===== src/rtl/hrr_pkg.sv =====
package hrr_pkg;
  localparam int unsigned REG_W  = 32;
  localparam int unsigned SR_POS = 0;
  localparam int unsigned CR_POS = 1;
  localparam int unsigned REQ_W  = 2;

  typedef struct packed {
    logic set_sr;
    logic set_cr;
    logic combo;
  } hrr_wr_t;

  function automatic hrr_wr_t decode_wr(input logic wen, input logic [REG_W-1:0] wd,
                                        input logic mf);
    hrr_wr_t d;
    d.combo  = wen & wd[SR_POS] & wd[CR_POS] & mf;
    d.set_sr = wen & wd[SR_POS] & ~d.combo;
    d.set_cr = wen & wd[CR_POS] & mf & ~d.combo;
    return d;
  endfunction
endpackage


===== src/rtl/hrr_req_bits.sv =====
module hrr_req_bits
  import hrr_pkg::*;
(
  input  logic             clk,
  input  logic             rst_n,
  input  logic             set_sr,
  input  logic             set_cr,
  input  logic             rd_clr,
  input  logic             force_clr,
  output logic [REQ_W-1:0] req
);
  logic [REQ_W-1:0] set_vec;
  logic [REQ_W-1:0] req_nxt;

  always_comb begin
    set_vec         = '0;
    set_vec[SR_POS] = set_sr;
    set_vec[CR_POS] = set_cr;
    if (force_clr) req_nxt = '0;
    else           req_nxt = (rd_clr ? '0 : req) | set_vec;
  end

  always_ff @(posedge clk) begin
    if (!rst_n) req <= '0;
    else        req <= req_nxt;
  end

  // a host set beats a same-cycle read-clear
  p_set_wins_r10: assert property (@(posedge clk) disable iff (!rst_n)
    (set_sr && !force_clr) |=> req[SR_POS]);
  // without set or clear the bits hold
  p_hold_r8: assert property (@(posedge clk) disable iff (!rst_n)
    (!set_sr && !set_cr && !rd_clr && !force_clr) |=> $stable(req));
endmodule


===== src/rtl/hrr_pulse.sv =====
module hrr_pulse #(
  parameter int unsigned RST_CYCLES = 16
) (
  input  logic clk,
  input  logic rst_n,
  input  logic fire,
  output logic busy
);
  localparam int unsigned CNT_W = $clog2(RST_CYCLES + 1);
  localparam logic [CNT_W-1:0] LOAD = CNT_W'(RST_CYCLES);

  logic [CNT_W-1:0] cnt;

  always_ff @(posedge clk) begin
    if (!rst_n)            cnt <= '0;
    else if (fire && !busy) cnt <= LOAD;
    else if (cnt != '0)    cnt <= cnt - 1'b1;
  end

  assign busy = (cnt != '0);

  // pulse only starts from a fire request
  p_start_src_r5: assert property (@(posedge clk) disable iff (!rst_n)
    $rose(busy) |-> $past(fire));
  // fire while idle always starts the pulse
  p_start_r5: assert property (@(posedge clk) disable iff (!rst_n)
    (fire && !busy) |=> busy);
endmodule


===== src/rtl/hrr_cause.sv =====
module hrr_cause (
  input  logic clk,
  input  logic rst_n,
  input  logic set,
  input  logic clr,
  output logic flag
);
  always_ff @(posedge clk) begin
    if (!rst_n)   flag <= 1'b0;
    else if (set) flag <= 1'b1;
    else if (clr) flag <= 1'b0;
  end

  // flag is sticky until cleared
  p_sticky_r6: assert property (@(posedge clk) disable iff (!rst_n)
    (flag && !clr) |=> flag);
  p_set_r6: assert property (@(posedge clk) disable iff (!rst_n)
    set |=> flag);
endmodule


===== src/rtl/hrr_top.sv =====
module hrr_top
  import hrr_pkg::*;
#(
  parameter int unsigned RST_CYCLES = 16
) (
  input  logic             clk,
  input  logic             rst_n,
  input  logic             mf_mode,
  input  logic             host_wr_en,
  input  logic [REG_W-1:0] host_wdata,
  output logic [REG_W-1:0] host_rd_data,
  input  logic             cpu_rd_clr,
  output logic [REG_W-1:0] cpu_rd_data,
  input  logic             cpu_cause_clr,
  output logic             irq,
  output logic             bus_rst,
  output logic             cause_flag
);
  hrr_wr_t          dec;
  logic             fire;
  logic [REQ_W-1:0] req;
  logic [REG_W-1:0] reg_view;

  assign dec  = decode_wr(host_wr_en, host_wdata, mf_mode);
  assign fire = dec.combo & ~bus_rst;

  hrr_req_bits u_req (
    .clk       (clk),
    .rst_n     (rst_n),
    .set_sr    (dec.set_sr & ~bus_rst),
    .set_cr    (dec.set_cr & ~bus_rst),
    .rd_clr    (cpu_rd_clr),
    .force_clr (dec.combo | bus_rst),
    .req       (req)
  );

  hrr_pulse #(.RST_CYCLES(RST_CYCLES)) u_pulse (
    .clk   (clk),
    .rst_n (rst_n),
    .fire  (fire),
    .busy  (bus_rst)
  );

  hrr_cause u_cause (
    .clk   (clk),
    .rst_n (rst_n),
    .set   (fire),
    .clr   (cpu_cause_clr),
    .flag  (cause_flag)
  );

  always_comb begin
    reg_view             = '0;
    reg_view[REQ_W-1:0]  = req;
  end

  assign host_rd_data = reg_view;
  assign cpu_rd_data  = reg_view;
  assign irq          = |req;

  // combined write fires a bus reset, records the cause, no interrupt
  p_combo_r5: assert property (@(posedge clk) disable iff (!rst_n)
    (host_wr_en && host_wdata[1:0] == 2'b11 && mf_mode && !bus_rst)
      |=> (bus_rst && !irq && cause_flag));
  // quiet request bits during the pulse
  p_quiet_r5: assert property (@(posedge clk) disable iff (!rst_n)
    bus_rst |-> (!irq && host_rd_data[1:0] == 2'b00));
  // soft request alone raises the interrupt without a bus reset
  p_sr_only_r2: assert property (@(posedge clk) disable iff (!rst_n)
    (host_wr_en && host_wdata[1:0] == 2'b01 && !bus_rst)
      |=> (irq && host_rd_data[0] && !bus_rst));
  // coordinated bit cannot be set with the mode input low
  p_cr_gated_r4: assert property (@(posedge clk) disable iff (!rst_n)
    (!mf_mode && host_rd_data[1] == 1'b0) |=> !host_rd_data[1]);
  // reserved bits stay zero
  p_reserved_r7: assert property (@(posedge clk) disable iff (!rst_n)
    (host_rd_data[REG_W-1:REQ_W] == '0) && (cpu_rd_data[REG_W-1:REQ_W] == '0));
endmodule


===== config.mk =====
export PLATFORM = sky130hd
export DESIGN_NAME = hrr_top
export DESIGN_NICKNAME = d
export VERILOG_FILES = /design/src/rtl/hrr_pkg.sv /design/src/rtl/hrr_req_bits.sv /design/src/rtl/hrr_pulse.sv /design/src/rtl/hrr_cause.sv /design/src/rtl/hrr_top.sv
export SDC_FILE = /design/constraint.sdc
export NUM_CORES = 1
export LEC_CHECK = 0
export BUFFER_PORTS_ARGS = -buffer_cell sky130_fd_sc_hd__buf_4
export CAP_MARGIN = 20
export CORE_ASPECT_RATIO = 1.5
export CORE_MARGIN = 1
export CORE_UTILIZATION = 34
export DETAILED_ROUTE_END_ITERATION = 10
export GPL_ROUTABILITY_DRIVEN = 0
export GPL_TIMING_DRIVEN = 0
export MAX_ROUTING_LAYER = met4
export PLACE_DENSITY_LB_ADDON = 0.25
export SYNTH_ARGS = -nofsm -noshare
export SYNTH_HDL_FRONTEND = slang
export SYNTH_SLANG_ARGS = --single-unit

===== constraint.sdc =====
create_clock -name clk -period 3.1 [get_ports clk]
set_clock_uncertainty 0.1 [all_clocks]
set_input_delay 0.93 -clock clk [delete_from_list [all_inputs] [get_ports clk]]
set_output_delay 0.93 -clock clk [all_outputs]
set_load 0.02 [all_outputs]

* After elaboration in Yosys (flattened, before gate mapping) *
Index checks and enable logic that the tools add are counted.

operators by class
  $add $sub $neg = 1
  $mul = 0
  divide/modulo/power cells = 0
  magnitude comparators = 0
  equality and inequality tests = 0
  shifts and indexed selects = 0
  muxes and demuxes = 5
  bitwise operators = 15
  reduce and logical (&&, ||, !) cells = 8

operators by type and width
  kind                 number
  $and 1x1->1          10
  $mux 5               2
  $reduce_or 2->1      3
  $reduce_bool 5->1    1
  $sub 5x1->5 const B  1
  $reduce_bool 2->1    2
  $not 1->1            3
  $mux 1               2
  $mux 2               1
  $or 2x2->2           1
  $logic_and 1x1->1    1
  $logic_not 1->1      1
  $or 1x1->1           1

word-level totals
  register bits = 8
  latch bits = 0
  RAM bits = 0
  bits in read-only memories = 0
  input port bits = 38
  word-level logic and storage cells = 33
  memories = 0

* Depth between registers and ports, before layout *
  depth in word-level cells = 7
  mapped depth = 6

* Cells and area by module *
A second synthesis with hierarchy kept.

second synthesis, totals
  cell total of the unflattened synthesis = 108
  area, all modules = 923.4 µm²

modules (own cells, without submodules)
  module        times used  cells an instance  area each (µm²)
  hrr_top       1           70                 530.5
  hrr_pulse     1           26                 269.0
  hrr_req_bits  1           9                  82.6
  hrr_cause     1           3                  41.3

* Worst setup path after synthesis *
OpenSTA, ideal clock, no wires.

  path kind = reg-to-output
  start = register u_pulse.cnt[0]
  end = output port bus_rst
  arrival = 1.059 ns
  required time = 2.070 ns
  slack = 1.011 ns
  cell stages (with the launch flop) = 5
  path buffers = 0
  cells stage by stage = dfxtp_1 -> inv_1 -> ha_1 -> nor4b_2 -> inv_2

between the ends
  cells in the longest elaborated chain, start to end = 1

ends and longest elaborated chain
  what                    RTL line         text
  from (decl)             hrr_pulse.sv:12  logic [CNT_W-1:0] cnt;
  from (signal assigned)  hrr_pulse.sv:17  else if (cnt != '0) cnt <= cnt - 1'b1;
  $reduce_bool 5->1       hrr_pulse.sv:20  assign busy = (cnt != '0);
  to (decl)               hrr_top.sv:16    output logic bus_rst,

No other way between the ends.

* Worst setup path after layout *
Same ends and word-level chain as after synthesis.

==> flow_summary.ini <==
[critical_path]
endpoint_kind = primary output
reg2reg_slack_ns = 1.45
start_kind = flop
crit_required_ns = 2.07
cp.arrival_ns = 1.63
path_class = flop to primary output
crit_fanout = 5

[cells_and_area]
postLayoutCellArea_sq_um = 1200
regArea_sq_um = 160
syn2layout_area_growth_pct = 46.0
fillerInstances = 222
diodes = 0
multi_input_area_sq_um = 395
utilization = 0.531
nets = 220
layout-drive-gt1-share = 0.464

[power_and_ir_drop]
clkPwrFrac = 0.158
vdd_drop_max_mv = 0.253
power_frac_comb = 0.579
intPower_w = 0.000312
p_sw_frac = 0.436
p_seq_frac = 0.263
p_leak_nw = 0.759
p_per_area_nw_per_um2 = 460
p_switching_w = 0.000241

[timing]
finalSetupViolCount = 0
setup_tns_ns = 0
hold_violations = 0
max_freq_ghz = 0.376
tightest_slew_ns = 0.527
grt_setup_unrepaired = false
fin_crit_sh = 0.859
fin_ws_ns = 0.438
finalMaxSlewViolations = 0
fin_crit_ns = 2.66
relSlewSlack = 0.648
fin_hold_ws_ns = 0.400

[detailed_routing]
via_count = 684
dr.pass1.iters = 4
drc = 0
first_iter_violations = 2
antenna_left = 0
wl_mm = 1.39
viasPerCell = 3.39
drt-wirelength-per-cell_um = 6.90

[status]
status = complete, no violations

[clock_tree]
tritoncts = yes
cts_setup_buffers = 0
root_buffer = clkbuf_4
h-tree-depth = 1
cts_resized = 0
cts_sinks = 8
hold_buffers = 0
cts_made_buffers = 3
cts.clk_slew.worst_paths_ns = 0.06
clk_latency_ns = 0.27
clk_path_buf_depth = 2

[floorplanning]
pin_count = 105
die_h_um = 62.2
initial_utilization = 0.364
core_sq_um = 2260
dieArea_sq_um = 2620
die_w_um = 42.1
rows = 21

[place]
hpwl_mm = 1.21
postPlaceCellArea_sq_um = 1180
dp_slack_ns = 0.725
io_buffers = 14

[synthesis]
synth_cells = 103
ys_seq_elements = 8
synth_area_leader_cell = buf_4
synthDistinctLibCells = 23
synth.avg_cell_area_sq_um = 7.98
synthesis.area_sq_um = 822
netlist.area_leader.share = 0.566
yosys_warnings = 0
synth_seq_area_share = 0.195
synthTopCellsByArea = buf_4 57%, dfxtp_1 19%, inv_1 2.3%

[global_routing]
grt_pass1_wl_mm = 2.05
antenna_found_initial = 0
overflow = 0
grt_pass1_vias = 539
grt_max_degree = 6
grt_usage = 0.103

[min_path]
holdCritPathClass = flop to flop

[flow_run]
cap_violations = 0
[placed cells by master, fill, tap and decap left out, drive strengths merged]
master  count
or3b        1
nand2       3
nand3       2
o22ai       1
dfxtp       8
nor4b       1
conb       60
ha          1
or3         1
buf        76
nor3        1
nand4       2
o31ai       1
a22oi       1
a21oi       2
nor2        4
inv         6
a32oi       1
and2        1
xnor2       2
clkbuf      3
or2         1
[cell type report]
type	instances	area share
plain buffers	62	0.388
clock buffers	3	0.0188
inverters	6	0.0188
multi-input cells	86	0.330
flip-flops and latches	8	0.133
well taps	23	0.0240
repair buffers	14	0.0876
[cell usage after synthesis]
library cell  instances
a21oi_1               1
a21oi_2               1
a22oi_1               1
a32oi_1               1
and2_1                1
buf_4                62
conb_1                1
dfxtp_1               8
ha_1                  1
inv_1                 5
inv_2                 1
nand2_1               3
nand3_1               2
nand4_1               2
nor2_1                4
nor3_1                1
nor4b_2               1
o22ai_1               1
o31ai_1               1
or2_2                 1
or3_1                 1
or3b_1                1
xnor2_1               2
[kinds of logic after synthesis]
kind of cell             Yosys count  share of synthesized area
AND/OR/NAND/NOR                   17                      0.117
buffers and inverters             68                      0.594
adder cells (fa/ha/maj)            1                     0.0152
other                              1                    0.00456
flip-flops                         8                      0.195
XOR/XNOR                           2                     0.0213
AO/OA/AOI/OAI                      6                     0.0533
[flip-flops by register name, indices dropped and copies added, names as in the netlist]
| name | flops |
|---|---|
| u_cause.flag | 1 |
| u_req.req | 2 |
| u_pulse.cnt | 5 |
[power by group through the flow]
stage                     registers, W  logic (W)  clock network (W)
after floorplan               0.000147   0.000253                  0
after global placement        0.000146   0.000305                  0
after detailed placement      0.000148   0.000314                  0
after CTS                     0.000146   0.000318          0.0000839
after global routing          0.000150   0.000345          0.0000902
final                         0.000145   0.000320          0.0000873
[metal layers]
metal | vias up | track usage | wire [um]
met3 | 7 | 0.0436 | 239
met4 | 0 | 0.0820 | 52
met1 | 269 | 0.0745 | 413
met2 | 50 | 0.184 | 689
met5 | - | - | 0
li1 | 358 | - | -
[worst max-delay path, stage by stage (launching register included)]
cell,delay [ns]
dfxtp_1,0.33
inv_1,0.08
ha_1,0.20
nor4b_2,0.47
inv_2,0.11
buf_4,0.18
[per-stage QoR]
stage / power [W] / std cells
detailed placement: 0.000462 / 199
CTS: 0.000548 / 202
floorplan: 0.000400 / 162
finish: 0.000552 / 202
global placement: 0.000451 / 199
global route: 0.000585 / 202
[worst paths after layout]
| check | startpoint | end | depth (start not counted) |
|---|---|---|---|
| worst min-delay path | u_pulse.cnt[0]$_SDFFE_PP0P_ | u_pulse.cnt[0]$_SDFFE_PP0P_ | 2 |
| worst max-delay path | u_pulse.cnt[0]$_SDFFE_PP0P_ | bus_rst | 5 |
| worst max register to register | u_pulse.cnt[0]$_SDFFE_PP0P_ | u_pulse.cnt[4]$_SDFFE_PN0P_ | 5 |
| worst min register to register | u_pulse.cnt[0]$_SDFFE_PP0P_ | u_pulse.cnt[0]$_SDFFE_PP0P_ | 2 |
Note: power is estimated with default switching activity, not from simulation.
